===== config.mk =====
export PLATFORM = sky130hd
export DESIGN_NAME = sig_change_queue
export DESIGN_NICKNAME = d
export VERILOG_FILES = /design/src/rtl/sig_queue_pkg.sv /design/src/rtl/sig_chan_table.sv /design/src/rtl/sig_scan_ctrl.sv /design/src/rtl/sig_entry_fifo.sv /design/src/rtl/sig_read_port.sv /design/src/rtl/sig_change_queue.sv
export SDC_FILE = /design/constraint.sdc
export NUM_CORES = 1
export LEC_CHECK = 0
export BUFFER_PORTS_ARGS = -buffer_cell sky130_fd_sc_hd__buf_2
export CAP_MARGIN = 20
export CORE_MARGIN = 5
export CORE_UTILIZATION = 60
export DETAILED_ROUTE_END_ITERATION = 8
export PLACE_DENSITY = 0.77
export SETUP_SLACK_MARGIN = 0.5
export SLEW_MARGIN = 20
export SYNTH_ARGS = -nofsm -noshare
export SYNTH_HDL_FRONTEND = slang
export SYNTH_SLANG_ARGS = --single-unit

===== constraint.sdc =====
create_clock -name clk -period 10.8 [get_ports clk]
set_clock_uncertainty 0.1 [all_clocks]
set_input_delay 2.16 -clock clk [delete_from_list [all_inputs] [get_ports clk]]
set_output_delay 2.16 -clock clk [all_outputs]
set_load 0.03 [all_outputs]

===== src/rtl/sig_queue_pkg.sv =====
package sig_queue_pkg;
  localparam int ABCD_W = 4;
  typedef enum logic {WORD_CHAN = 1'b0, WORD_ABCD = 1'b1} word_sel_e;
endpackage


===== src/rtl/sig_chan_table.sv =====
module sig_chan_table #(
  parameter int CH_W = 5
) (
  input  logic                               clk,
  input  logic                               rst,
  input  logic                               wr_valid,
  input  logic [CH_W-1:0]                    wr_chan,
  input  logic [sig_queue_pkg::ABCD_W-1:0]   wr_abcd,
  input  logic [CH_W-1:0]                    look_idx,
  input  logic                               commit,
  output logic [sig_queue_pkg::ABCD_W-1:0]   cur_val,
  output logic [sig_queue_pkg::ABCD_W-1:0]   ref_val
);
  import sig_queue_pkg::*;
  localparam int NCH = 1 << CH_W;

  logic [ABCD_W-1:0] cur_q [NCH];
  logic [ABCD_W-1:0] ref_q [NCH];

  // latest nibble received per channel
  always_ff @(posedge clk) begin
    if (rst) begin
      for (int i = 0; i < NCH; i++) cur_q[i] <= '0;
    end else if (wr_valid) begin
      cur_q[wr_chan] <= wr_abcd;
    end
  end

  // last reported nibble per channel
  always_ff @(posedge clk) begin
    if (rst) begin
      for (int i = 0; i < NCH; i++) ref_q[i] <= '0;
    end else if (commit) begin
      ref_q[look_idx] <= cur_q[look_idx];
    end
  end

  assign cur_val = cur_q[look_idx];
  assign ref_val = ref_q[look_idx];

  assert_commit_R2: assert property (@(posedge clk) disable iff (rst)
    commit |=> (ref_q[$past(look_idx)] == $past(cur_val)));
endmodule


===== src/rtl/sig_scan_ctrl.sv =====
module sig_scan_ctrl #(
  parameter int CH_W  = 5,
  parameter int T1_CH = 24,
  parameter int E1_CH = 30
) (
  input  logic            clk,
  input  logic            rst,
  input  logic            mf_strobe,
  input  logic            e1_mode,
  output logic            active,
  output logic            at_end,
  output logic            mode_e1,
  output logic [CH_W-1:0] idx
);
  localparam logic [CH_W-1:0] T1_LAST = CH_W'(T1_CH - 1);
  localparam logic [CH_W-1:0] E1_LAST = CH_W'(E1_CH - 1);

  logic [CH_W-1:0] last_q;

  always_ff @(posedge clk) begin
    if (rst) begin
      active  <= 1'b0;
      idx     <= '0;
      last_q  <= T1_LAST;
      mode_e1 <= 1'b0;
    end else if (!active) begin
      if (mf_strobe) begin
        active  <= 1'b1;
        idx     <= '0;
        last_q  <= e1_mode ? E1_LAST : T1_LAST;
        mode_e1 <= e1_mode;
      end
    end else if (idx == last_q) begin
      active <= 1'b0;
    end else begin
      idx <= idx + 1'b1;
    end
  end

  assign at_end = active && (idx == last_q);

  assert_scan_range_R4: assert property (@(posedge clk) disable iff (rst)
    active |-> (idx <= (mode_e1 ? E1_LAST : T1_LAST)));
  assert_scan_step_R5: assert property (@(posedge clk) disable iff (rst)
    (active && !at_end) |=> (active && idx == $past(idx) + 1'b1));
endmodule


===== src/rtl/sig_entry_fifo.sv =====
module sig_entry_fifo #(
  parameter int DW    = 9,
  parameter int DEPTH = 32
) (
  input  logic                       clk,
  input  logic                       rst,
  input  logic                       wr_en,
  input  logic [DW-1:0]              wr_data,
  input  logic                       rd_en,
  output logic [DW-1:0]              head,
  output logic [$clog2(DEPTH):0]     count,
  output logic                       full
);
  localparam int AW = $clog2(DEPTH);

  logic [DW-1:0] mem [DEPTH];
  logic [AW-1:0] wr_ptr, rd_ptr, rd_ptr_nxt;

  assign rd_ptr_nxt = rd_en ? rd_ptr + 1'b1 : rd_ptr;
  assign full       = (count == (AW+1)'(DEPTH));

  always_ff @(posedge clk) begin
    if (wr_en) mem[wr_ptr] <= wr_data;
  end

  // registered read of the next head, write-first on a collision
  always_ff @(posedge clk) begin
    if (wr_en && (wr_ptr == rd_ptr_nxt)) head <= wr_data;
    else                                  head <= mem[rd_ptr_nxt];
  end

  always_ff @(posedge clk) begin
    if (rst) begin
      wr_ptr <= '0;
      rd_ptr <= '0;
      count  <= '0;
    end else begin
      rd_ptr <= rd_ptr_nxt;
      if (wr_en) wr_ptr <= wr_ptr + 1'b1;
      case ({wr_en, rd_en})
        2'b10:   count <= count + 1'b1;
        2'b01:   count <= count - 1'b1;
        default: count <= count;
      endcase
    end
  end

  assert_no_overflow_R3: assert property (@(posedge clk) disable iff (rst)
    wr_en |-> (count < (AW+1)'(DEPTH)));
  assert_no_underflow_R7: assert property (@(posedge clk) disable iff (rst)
    rd_en |-> (count != '0));
  assert_count_track_R8: assert property (@(posedge clk) disable iff (rst)
    (wr_en && !rd_en) |=> (count == $past(count) + 1'b1));
endmodule


===== src/rtl/sig_read_port.sv =====
module sig_read_port #(
  parameter int CH_W = 5
) (
  input  logic                              clk,
  input  logic                              rst,
  input  logic                              rd_req,
  input  logic                              not_empty,
  input  logic                              more_after,
  input  logic [CH_W-1:0]                   head_chan,
  input  logic [sig_queue_pkg::ABCD_W-1:0]  head_abcd,
  output logic                              pop,
  output logic                              rd_valid,
  output logic                              rd_word,
  output logic                              rd_more,
  output logic [CH_W-1:0]                   rd_data
);
  import sig_queue_pkg::*;

  word_sel_e phase_q;

  assign pop = rd_req && not_empty && (phase_q == WORD_ABCD);

  always_ff @(posedge clk) begin
    if (rst) begin
      phase_q  <= WORD_CHAN;
      rd_valid <= 1'b0;
      rd_word  <= 1'b0;
      rd_more  <= 1'b0;
      rd_data  <= '0;
    end else begin
      rd_valid <= rd_req;
      if (rd_req) begin
        if (!not_empty) begin
          rd_word <= WORD_CHAN;
          rd_more <= 1'b0;
          rd_data <= '0;
        end else if (phase_q == WORD_CHAN) begin
          rd_word <= WORD_CHAN;
          rd_more <= 1'b1;
          rd_data <= head_chan;
          phase_q <= WORD_ABCD;
        end else begin
          rd_word <= WORD_ABCD;
          rd_more <= more_after;
          rd_data <= CH_W'(head_abcd);
          phase_q <= WORD_CHAN;
        end
      end
    end
  end

  assert_read_latency_R11: assert property (@(posedge clk) disable iff (rst)
    rd_req |=> rd_valid);
  assert_abcd_upper_R6: assert property (@(posedge clk) disable iff (rst)
    (rd_valid && rd_word) |-> (rd_data[CH_W-1:ABCD_W] == '0));
  assert_chan_more_R7: assert property (@(posedge clk) disable iff (rst)
    (rd_valid && !rd_word && rd_more) |-> (phase_q == WORD_ABCD));
endmodule


===== src/rtl/sig_change_queue.sv =====
module sig_change_queue #(
  parameter int CH_W  = 5,
  parameter int T1_CH = 24,
  parameter int E1_CH = 30,
  parameter int DEPTH = 32
) (
  input  logic                 clk,
  input  logic                 rst,
  input  logic                 e1_mode,
  input  logic                 every_mf_irq,
  input  logic [(1<<CH_W)-1:0] chan_en,
  input  logic                 sig_valid,
  input  logic [CH_W-1:0]      sig_chan,
  input  logic [3:0]           sig_abcd,
  input  logic                 mf_strobe,
  input  logic                 rd_req,
  output logic                 rd_valid,
  output logic                 rd_word,
  output logic                 rd_more,
  output logic [CH_W-1:0]      rd_data,
  input  logic                 irq_clr,
  output logic                 irq
);
  import sig_queue_pkg::*;
  localparam int EW = CH_W + ABCD_W;
  localparam int CW = $clog2(DEPTH) + 1;

  logic              scan_active, scan_end, scan_e1;
  logic [CH_W-1:0]   scan_idx;
  logic [ABCD_W-1:0] cur_val, ref_val;
  logic              changed, push, pop, full, seen_q, irq_set;
  logic [EW-1:0]     head;
  logic [CW-1:0]     count;

  sig_scan_ctrl #(.CH_W(CH_W), .T1_CH(T1_CH), .E1_CH(E1_CH)) u_scan (
    .clk(clk), .rst(rst), .mf_strobe(mf_strobe), .e1_mode(e1_mode),
    .active(scan_active), .at_end(scan_end), .mode_e1(scan_e1), .idx(scan_idx));

  sig_chan_table #(.CH_W(CH_W)) u_table (
    .clk(clk), .rst(rst), .wr_valid(sig_valid), .wr_chan(sig_chan),
    .wr_abcd(sig_abcd), .look_idx(scan_idx), .commit(push),
    .cur_val(cur_val), .ref_val(ref_val));

  assign changed = scan_active && chan_en[scan_idx] && (cur_val != ref_val);
  assign push    = changed && !full;

  sig_entry_fifo #(.DW(EW), .DEPTH(DEPTH)) u_fifo (
    .clk(clk), .rst(rst), .wr_en(push), .wr_data({scan_idx, cur_val}),
    .rd_en(pop), .head(head), .count(count), .full(full));

  sig_read_port #(.CH_W(CH_W)) u_rd (
    .clk(clk), .rst(rst), .rd_req(rd_req), .not_empty(count != '0),
    .more_after((count > CW'(1)) || push),
    .head_chan(head[EW-1:ABCD_W]), .head_abcd(head[ABCD_W-1:0]),
    .pop(pop), .rd_valid(rd_valid), .rd_word(rd_word),
    .rd_more(rd_more), .rd_data(rd_data));

  assign irq_set = scan_end && (seen_q || changed || (every_mf_irq && !scan_e1));

  always_ff @(posedge clk) begin
    if (rst) begin
      seen_q <= 1'b0;
      irq    <= 1'b0;
    end else begin
      seen_q <= (scan_active && !scan_end) ? (seen_q || changed) : 1'b0;
      if (irq_set)      irq <= 1'b1;
      else if (irq_clr) irq <= 1'b0;
    end
  end

  assert_w1c_R10: assert property (@(posedge clk) disable iff (rst)
    (irq_clr && !irq_set) |=> !irq);
  assert_irq_cause_R5: assert property (@(posedge clk) disable iff (rst)
    $rose(irq) |-> $past(scan_end));
  assert_disabled_quiet_R1: assert property (@(posedge clk) disable iff (rst)
    (scan_active && !chan_en[scan_idx]) |-> !push);
endmodule


==> results of run 1 <==
## flip-flops by register name, summed over array words and instances, names as in the netlist, 5 cells and up, named ones only
signal         count
u_rd.rd_data       5
u_table.cur_q    128
u_table.ref_q    128
u_fifo.count       6
u_scan.idx         5
u_fifo.mem       288
u_fifo.rd_ptr      5
u_fifo.wr_ptr      5
## worst max-delay path, stage by stage (launching register included)
cell and delay [ns]:
dfxtp_4 0.54, buf_4 0.67, mux4_2 0.60, mux4_2 0.46, mux2_2 0.59, xor2_1 0.31
nand4_2 0.18, nand2_4 0.22, buf_4 0.48, nor4_2 0.96
## layout by cell type (no fill, tap or decap), types with 20 or more instances in the layout
master / n
mux2i_1: 78
nor2_1: 131
or2_2: 32
dfxtp_1: 39
nand2_1: 55
mux4_2: 132
buf_2: 56
buf_4: 50
nor3b_1: 26
inv_1: 20
a41o_1: 32
nor3_1: 54
edfxtp_1: 544
and2_1: 131
a22oi_1: 39
nand3_1: 26
clkbuf_16: 58
## area by class of cell
type	count	area share [%]
flip-flops and latches	589	60.1
clock buffers	64	5.13
repair buffers	106	2.28
multi-input cells	908	28.0
well taps	585	2.55
inverters	24	0.314
clock inverters	41	1.60
diodes	1	0.00872
## metal layers
layer	vias up	track usage [%]	share of wire (%)
li1	6466	-	-
met1	7492	36.5	39
met2	874	40.4	48
met3	126	6.54	11
met4	2	7.73	3.2
met5	-	0	0.012
## kinds of logic (layout without fill, tap and decap cells)
kind of cell	Yosys count	after routing	synth area share, %
buf+inv	148	235	2.46
compound gates	120	120	3.55
other cells	0	1	0
flops	589	589	66.7
xor+xnor	15	15	0.537
mux	215	215	14.7
fa+ha+maj	13	13	0.629
simple gates	545	545	11.4
## through the flow
| step | power, mW | cell area, um2 | cells |
|---|---|---|---|
| 2_1_floorplan | 2.79 | 25800 | 1645 |
| 3_3_place_gp | 2.88 | 26700 | 2211 |
| 3_5_place_dp | 2.89 | 26800 | 2212 |
| 4_1_cts | 4.91 | 28700 | 2317 |
| 5_1_grt | 5.05 | 28700 | 2317 |
| 6_report | 4.90 | 28700 | 2318 |
## worst paths after layout
check / from / end / slack [ns] / depth (start not counted)
min: u_fifo.rd_ptr[4] / register / 0.38 / 1
max reg2reg: register / u_fifo.mem[29][8] / 5.21 / 9
max: register / u_fifo.mem[29][8] / 5.21 / 9
min reg2reg: u_fifo.rd_ptr[4] / register / 0.38 / 1
## power groups by stage
stage | registers, mW | clock network (mW) | logic (mW)
6_report | 2.57 | 2.05 | 0.277
5_1_grt | 2.57 | 2.18 | 0.295
4_1_cts | 2.57 | 2.07 | 0.274
3_5_place_dp | 2.62 | 0 | 0.272
3_3_place_gp | 2.62 | 0 | 0.264
2_1_floorplan | 2.61 | 0 | 0.187
==> flow_metrics.py, run 1 <==
metrics = {
    "run_status": {
        "status": "finished, final reports clean",
    },
    "grt": {
        "grt_pass1_vias": 15000,
        "grt_overflow": 0,
        "antenna_found_initial": 1,
        "grt_start_max_net_pins": 84,
        "grt_pass1_wl_um": 92100,
        "grt_usage_pct": 25.8,
    },
    "worst_hold_path": {
        "hp-class": "register to register",
    },
    "synthesis": {
        "async_flop_share_pct": 0,
        "avgSynthCellArea_um2": 15.7,
        "synth_cells": 1645,
        "synth_warnings": 0,
        "yosysMostFrequentCell": "edfxtp_1",
        "synthTopCellsByArea": "edfxtp_1 63%, mux4_2 12%, dfxtp_1 3.5%",
        "ys_seq_area_share_pct": 66.7,
        "synthTopCellsByCount": "544 x edfxtp_1, 132 x mux4_2, 131 x and2_1, 131 x nor2_1, 78 x mux2i_1",
        "synth.largest_area_cell": "edfxtp_1",
        "synth-edff-count": 544,
        "synth_top_area_share_pct": 63.2,
        "synth_seq_cells": 589,
        "ys_types": 55,
        "syn-cell-area_um2": 25800,
        "ys.flop_type": "edfxtp_1",
        "syn-num-nets": 1707,
    },
    "clock_tree": {
        "post-cts-setup-buffer-count": 0,
        "clock-root-buffer": "clkbuf_16",
        "clk-insertion-delay-late_ns": 0.63,
        "post_cts_resized": 0,
        "cts_tree": "done",
        "cts_buffer_depth": 3,
        "clkSinkCount": 589,
        "numCtsBuffers": 57,
        "cts_hold_buf": 0,
        "path_clk_slew_ns": 0.06,
        "htreeDepth": 2,
    },
    "floorplanning": {
        "num_io_pins": 58,
        "die_w_um": 218,
        "die-height_um": 218,
        "coreArea_um2": 42900,
        "dieArea_um2": 47300,
        "start_util_pct": 60.3,
        "rows": 76,
    },
    "place": {
        "dp_hpwl_um": 37100,
        "gp_congestion": 0.853,
        "port_buffers": 57,
        "preCtsSetupSlack_ns": 4.85,
    },
    "power_and_ir_drop": {
        "p_int_mw": 3.84,
        "p_leak_nw": 9.35,
        "p_per_area_nw_per_um2": 171,
        "switchingPower_mw": 1.06,
        "vdd_drop_max_uv": 153,
        "clockPowerShare_pct": 41.9,
        "p_seq_share_pct": 52.4,
        "comb_power_share_pct": 5.7,
        "p_sw_share_pct": 21.7,
    },
    "sta": {
        "hold_violations": 0,
        "setup_viol": 0,
        "drv_slew": 0,
        "max_freq_mhz": 179,
        "finalCriticalPeriod_ns": 5.59,
        "worstMarginPinSlew_ns": 1.19,
        "fin_crit_sh_pct": 51.7,
        "slew_headroom_pct": 20.1,
        "fin_ws_ns": 5.21,
        "rsz0062_at_grt": "false",
        "hold_slack_ns": 0.376,
        "setup_tns_ns": 0,
    },
    "final_layout": {
        "n_fill_cell": 2842,
        "layout.area.seq_um2": 17300,
        "drive_gt1_share_pct": 22.3,
        "syn_to_final_growth_pct": 11.1,
        "multi_input_area_um2": 8040,
        "layout.nets": 1748,
        "final_util_pct": 66.9,
    },
    "detailed_routing": {
        "first_pass_iters": 5,
        "ant_nets": 0,
        "vias_per_cell": 6.45,
        "wl_per_cell_um": 25.9,
        "drt_wl_total_um": 60100,
        "vias": 15000,
        "drc_errors": 0,
        "drt_iter0_drc": 1779,
    },
    "setup_path": {
        "cp.arrival_ns": 5.70,
        "critPathKind": "register to register",
        "cp_max_fo": 69,
        "required_ns": 10.91,
        "critPathCaptureType": "register",
        "startpoint_type": "register",
    },
    "run": {
        "drv_cap": 0,
    },
}
Note: power is estimated with default switching activity, not from simulation.
==> run 2: changes to the inputs <==
- ABC_AREA: default -> 1
- CORE_UTILIZATION: 60 -> 57
- PLACE_DENSITY: 0.77 -> 0.76
- clock period: 10.8 -> 4.7 ns (I/O delays scaled with it)
==> run 2 against run 1 <==
  * Flip-flop and latch count unchanged
  * Critical path depth rose by 11
  * Clock power is 130% higher
  * Largest cell class unchanged
==> flow_metrics.py, run 2 <==
metrics = {
    "power_and_ir_drop": {
        "vdd_drop_max_uv": 319,
        "p_leak_nw": 10.5,
        "p_per_area_nw_per_um2": 401,
    },
    "setup_path": {
        "critPathKind": "register to register",
        "cp_common_cell": "nand2_1",
        "startpoint_type": "register",
        "required_ns": 5.09,
        "cp.arrival_ns": 4.28,
        "cpPeakStageDelay_ns": 0.63,
        "cp_max_fo": 66,
        "critPathCaptureType": "register",
        "crit_slowest_cell": "buf_4",
        "crit_chain": "buf_4 > nand3_1 > nand3_1 > nand2_1 > nand2_1 > nand2_1 > nand2_1 > nand2_1 > nand2_1 > nand2_1 > nor2_1 > nand2_2 > nand3_2 > buf_4 > ha_1 > inv_1 > nor3_1 > o211ai_1 > o21ai_0 > a21oi_1",
    },
    "final_layout": {
        "final_cells": 3175,
        "final_util_pct": 64.0,
        "top_register": "u_fifo.mem",
        "syn_to_final_growth_pct": 11.1,
        "layout.nets": 2592,
        "final_cell_mix": "544 x edfxtp_1, 528 x nand2_1, 350 x nor2_1",
        "layout_commonest_cell": "edfxtp_1",
        "diodes": 0,
        "drive_gt1_share_pct": 9.98,
        "top_regs": "u_fifo.mem x288, u_table.cur_q x128, u_table.ref_q x128",
        "largest_reg_flops": 288,
    },
    "sta": {
        "max_freq_mhz": 257,
        "slew_headroom_pct": 33.8,
        "setup_viol": 0,
        "setup_tns_ns": 0,
        "worstMarginPinSlew_ns": 0.989,
        "finalCriticalPeriod_ns": 3.89,
        "fin_crit_sh_pct": 82.8,
        "hold_slack_ns": 0.363,
        "drv_slew": 0,
        "rsz0062_at_grt": "true",
        "hold_violations": 0,
    },
    "grt": {
        "grt_pass1_vias": 18900,
        "grt_start_max_net_pins": 129,
        "grt_overflow": 0,
        "grt_pass1_wl_um": 99900,
        "grt_usage_pct": 25.2,
        "antenna_found_initial": 0,
    },
    "clock_tree": {
        "cts_buffer_depth": 3,
        "numCtsBuffers": 56,
        "path_clk_slew_ns": 0.06,
        "clk-insertion-delay-late_ns": 0.62,
        "htreeDepth": 2,
        "clock-root-buffer": "clkbuf_16",
        "cts_tree": "done",
        "clkSinkCount": 589,
        "post-cts-setup-buffer-count": 0,
    },
    "synthesis": {
        "async_flop_share_pct": 0,
        "syn-num-nets": 2570,
        "yosysMostFrequentCell": "edfxtp_1",
        "avgSynthCellArea_um2": 10.4,
        "synth_top_area_share_pct": 62.6,
        "synth-edff-count": 544,
        "syn-cell-area_um2": 26100,
        "synth_warnings": 0,
        "synth.largest_area_cell": "edfxtp_1",
        "ys_types": 38,
        "synth_cells": 2508,
        "ys_seq_area_share_pct": 66.1,
        "synthTopCellsByCount": "544 x edfxtp_1, 528 x nand2_1, 350 x nor2_1",
        "synth_seq_cells": 589,
        "ys.flop_type": "edfxtp_1",
        "synthTopCellsByArea": "edfxtp_1 63%, nand2_1 7.6%, nor2_1 5.0%",
    },
    "detailed_routing": {
        "ant_nets": 0,
        "drt_wl_total_um": 64500,
        "wl_per_cell_um": 20.3,
        "drc_errors": 0,
        "vias": 19400,
        "first_pass_iters": 6,
        "drt_iter0_drc": 2265,
        "vias_per_cell": 6.09,
    },
    "place": {
        "port_buffers": 57,
        "dp_hpwl_um": 39100,
        "gp_congestion": 0.887,
        "dp.cells": 3072,
    },
    "floorplanning": {
        "num_io_pins": 58,
        "dieArea_um2": 50100,
        "coreArea_um2": 45300,
        "start_util_pct": 57.6,
        "rows": 78,
        "die-height_um": 224,
        "die_w_um": 224,
    },
    "worst_hold_path": {
        "hp-class": "register to register",
    },
    "run": {
        "drv_cap": 0,
    },
    "run_status": {
        "status": "finished, final reports clean",
    },
}
==> run 2: critical path, delay by kind of cell (launching register included) <==
family,cells,cell delay [ns]
AOI/OAI and AO/OA,3,0.44
DFF,1,0.35
adders and majority gates,1,0.35
and+or+nand+nor,13,1.33
buffers and inverters,3,1.14
==> run 2: worst paths after layout <==
path / end / from / cells past startpoint / slack [ns]
min reg2reg: register / u_fifo.rd_ptr[4] / 1 / 0.36
max: u_fifo.count[5] / register / 20 / 0.81
min: register / u_fifo.rd_ptr[4] / 1 / 0.36
max reg2reg: u_fifo.count[5] / register / 20 / 0.81
==> run 2: repair_timing <==
| action | in CTS | in global routing |
|---|---|---|
| endpoints found under the setup margin | 0 | 80 |
| hold buffers | 0 | 0 |
| gates resized for setup | 0 | 4 |
==> run 2: routing by layer <==
layer | global-route usage [%] | up-vias | wire length, um
li1 | - | 8899 | -
met1 | 32.7 | 9235 | 24000
met2 | 43.2 | 1060 | 32500
met3 | 3.59 | 157 | 5900
met4 | 9.90 | 0 | 2060
met5 | 0 | - | 0
==> run 2: power breakdown <==
part / internal (mW) / total [mW] / switching, mW
Clock: 2.82 / 4.72 / 1.90
Combinational: 0.249 / 0.995 / 0.746
Sequential: 5.86 / 5.92 / 0.0566
Total: 8.93 / 11.6 / 2.70
==> run 2: logic make-up (layout without fill, tap and decap cells) <==
| group | after synthesis | after routing | synth area share [%] |
|---|---|---|---|
| simple gates | 1310 | 1310 | 21.4 |
| flops | 589 | 589 | 66.1 |
| compound gates | 337 | 337 | 7.71 |
| buf+inv | 253 | 320 | 4.00 |
| fa+ha+maj | 13 | 13 | 0.624 |
| xor+xnor | 6 | 6 | 0.201 |
==> run 2: stage by stage <==
step	worst slack, ns	power [mW]	cell area [um2]
final	0.807	11.6	29000
after global routing	0.482	12.0	29000
after CTS	0.686	11.7	29000
after detailed placement	0.739	7.01	27100
after global placement	0.864	6.97	27100
after floorplan	1.20	6.67	26100
==> run 2: area by class of cell <==
type / count / area, um2
Clock buffer: 74 / 1480
Clock inverter: 29 / 437
Fill cell: 3413 / 16300
Inverter: 77 / 298
Multi-Input combinational cell: 1666 / 7810
Sequential cell: 589 / 17200
Tap cell: 600 / 751
Timing Repair Buffer: 140 / 958
==> run 3: changes to the inputs <==
- clock period: 4.7 -> 3.3 ns (I/O delays scaled with it)
==> run 3 against run 2 <==
  * The run now ends with negative setup slack left
  * Fmax increased by 15%
  * Sequential power increased by 43%
  * Power increased by 43%
  * Final area increased by 8.6%
  * Global-route usage increased by 2.4 points
  * Flip-flop and latch count unchanged
  * First-iteration DRC count increased by 31%
  * Sequential share of layout area decreased by 4.7 points
  * Critical path depth unchanged
==> flow_metrics.py, run 3 (same netlist as run 2, synthesis figures left out) <==
metrics = {
    "detailed_routing": {
        "drc_errors": 0,
        "drt_wl_total_um": 73400,
        "vias": 20600,
        "drt_iter0_drc": 2967,
        "ant_nets": 0,
        "first_pass_iters": 7,
        "wl_per_cell_um": 22.7,
        "vias_per_cell": 6.37,
    },
    "place": {
        "dp_hpwl_um": 40100,
        "port_buffers": 57,
        "gp_congestion": 0.920,
    },
    "final_layout": {
        "top_regs": "u_fifo.mem x288, u_table.cur_q x128, u_table.ref_q x128",
        "drive_gt1_share_pct": 18.3,
        "layout.nets": 2652,
        "top_register": "u_fifo.mem",
        "final_util_pct": 69.5,
        "final_cell_mix": "544 x edfxtp_1, 494 x nand2_1, 347 x nor2_1",
        "diodes": 0,
        "largest_reg_flops": 288,
        "layout_commonest_cell": "edfxtp_1",
        "syn_to_final_growth_pct": 20.6,
    },
    "grt": {
        "antenna_found_initial": 0,
        "grt_pass1_vias": 19800,
        "grt_start_max_net_pins": 109,
        "grt_pass1_wl_um": 110000,
        "grt_overflow": 0,
        "grt_usage_pct": 27.6,
    },
    "power_and_ir_drop": {
        "p_leak_nw": 11.6,
        "p_per_area_nw_per_um2": 529,
        "vdd_drop_max_uv": 534,
        "power.total_mw": 16.6,
    },
    "sta": {
        "fin_crit_sh_pct": 103,
        "max_freq_mhz": 295,
        "slew_headroom_pct": 29.3,
        "hold_violations": 0,
        "rsz0062_at_grt": "true",
        "drv_slew": 0,
        "setup_tns_ns": -0.395,
        "fin_ws_ns": -0.0877,
        "worstMarginPinSlew_ns": 1.06,
        "setup_viol": 28,
        "finalCriticalPeriod_ns": 3.39,
    },
    "clock_tree": {
        "path_clk_slew_ns": 0.06,
        "clock-root-buffer": "clkbuf_16",
        "clk-insertion-delay-late_ns": 0.63,
        "cts_buffer_depth": 3,
        "numCtsBuffers": 58,
        "htreeDepth": 2,
        "cts_hold_buf": 0,
        "cts_tree": "done",
        "clkSinkCount": 589,
    },
    "setup_path": {
        "crit_family": "simple AND/OR/NAND/NOR gates",
        "required_ns": 3.62,
        "cp.arrival_ns": 3.71,
        "cp_common_cell": "nand2_1",
        "critPathCaptureType": "register",
        "startpoint_type": "register",
        "critPathKind": "register to register",
        "reg2reg_slack_ns": -0.09,
        "cpPeakStageDelay_ns": 0.43,
        "cp_max_fo": 25,
        "r2r-end": "u_table.ref_q[24][0]",
        "crit_chain": "clkinv_8 > buf_12 > buf_16 > nand2_1 > nand3_1 > nand3_2 > nand2_1 > nand2_1 > nand2_2 > o21ai_2 > nand2_1 > nand2_1 > nor2_2 > nand2_2 > nand3_4 > buf_12 > nor2_4 > clkinv_4 > buf_16 > nor3_1",
        "crit_slowest_cell": "dfxtp_4",
        "critPathBufInv": 6,
        "reg2regPathDepth": 20,
    },
    "worst_hold_path": {
        "hold_path_startpoint": "irq_clr",
        "whs_endpoint": "irq",
        "hold_depth": 4,
        "hp-class": "input pin to register",
    },
    "floorplanning": {
        "die_w_um": 224,
        "start_util_pct": 57.6,
        "num_io_pins": 58,
        "coreArea_um2": 45300,
        "rows": 78,
        "die-height_um": 224,
        "dieArea_um2": 50100,
    },
    "run_status": {
        "violations": "negative setup slack",
        "status": "complete, but fails checks",
    },
    "run": {
        "drv_cap": 0,
    },
}
[run 3: worst reg2reg max path: cells and delay by family (launching register included)]
kind / cells / cell delay [ns]
simple gates: 13 / 1.42
buf+inv: 6 / 1.03
flops: 1 / 0.43
compound gates: 1 / 0.20
[run 3: layout make-up]
class	instances	area, um2
Clock inverter	32	249
Multi-Input combinational cell	1666	8850
Inverter	77	314
Sequential cell	589	17300
Timing Repair Buffer	198	2500
Tap cell	600	751
Clock buffer	77	1540
Fill cell	2970	13800
[run 3: per-layer routing]
layer / vias up / global-route usage [%] / part of all wire [%]
li1: 9050 / - / -
met1: 9859 / 34.9 / 35
met5: - / 0 / 0
met2: 1399 / 46.8 / 49
met3: 325 / 5.31 / 10
met4: 0 / 11.9 / 5.6
[run 3: metrics by stage]
step | std cells | hold WS (ns) | area (um2) | setup slack (ns)
CTS | 3223 | 0.200 | 30600 | 0.184
detailed placement | 3086 | 0.356 | 28000 | 0.0256
floorplan | 2508 | 0.325 | 26500 | 0.501
finish | 3239 | 0.219 | 31500 | -0.0877
global placement | 3086 | 0.346 | 28000 | 0.0542
global route | 3239 | 0.252 | 31500 | -0.146
[run 3: repair_timing]
item                                   4_1_cts  5_1_grt
buffers inserted                            14        9
setup endpoints to repair                  551      557
endpoints found under the hold margin        0        0
gates cloned                                14        7
resized for setup                           74      138
pin swaps                                    5       31
[run 3: worst max-delay path by stage]
stage / endpoint / startpoint / cells past startpoint
3_3_place_gp: u_fifo.mem[25][3] / register / 16
4_1_cts: u_fifo.count[5] / register / 23
2_1_floorplan: u_fifo.mem[15][0] / u_scan.idx[0] / 11
3_5_place_dp: u_table.ref_q[27][3] / register / 19
5_1_grt: u_table.ref_q[24][0] / register / 20
6_report: u_table.ref_q[24][0] / register / 20
[run 3: power by group]
group / internal (mW) / switching [mW]
clock network: 3.52 / 2.77
registers: 8.35 / 0.0849
logic: 0.594 / 1.32
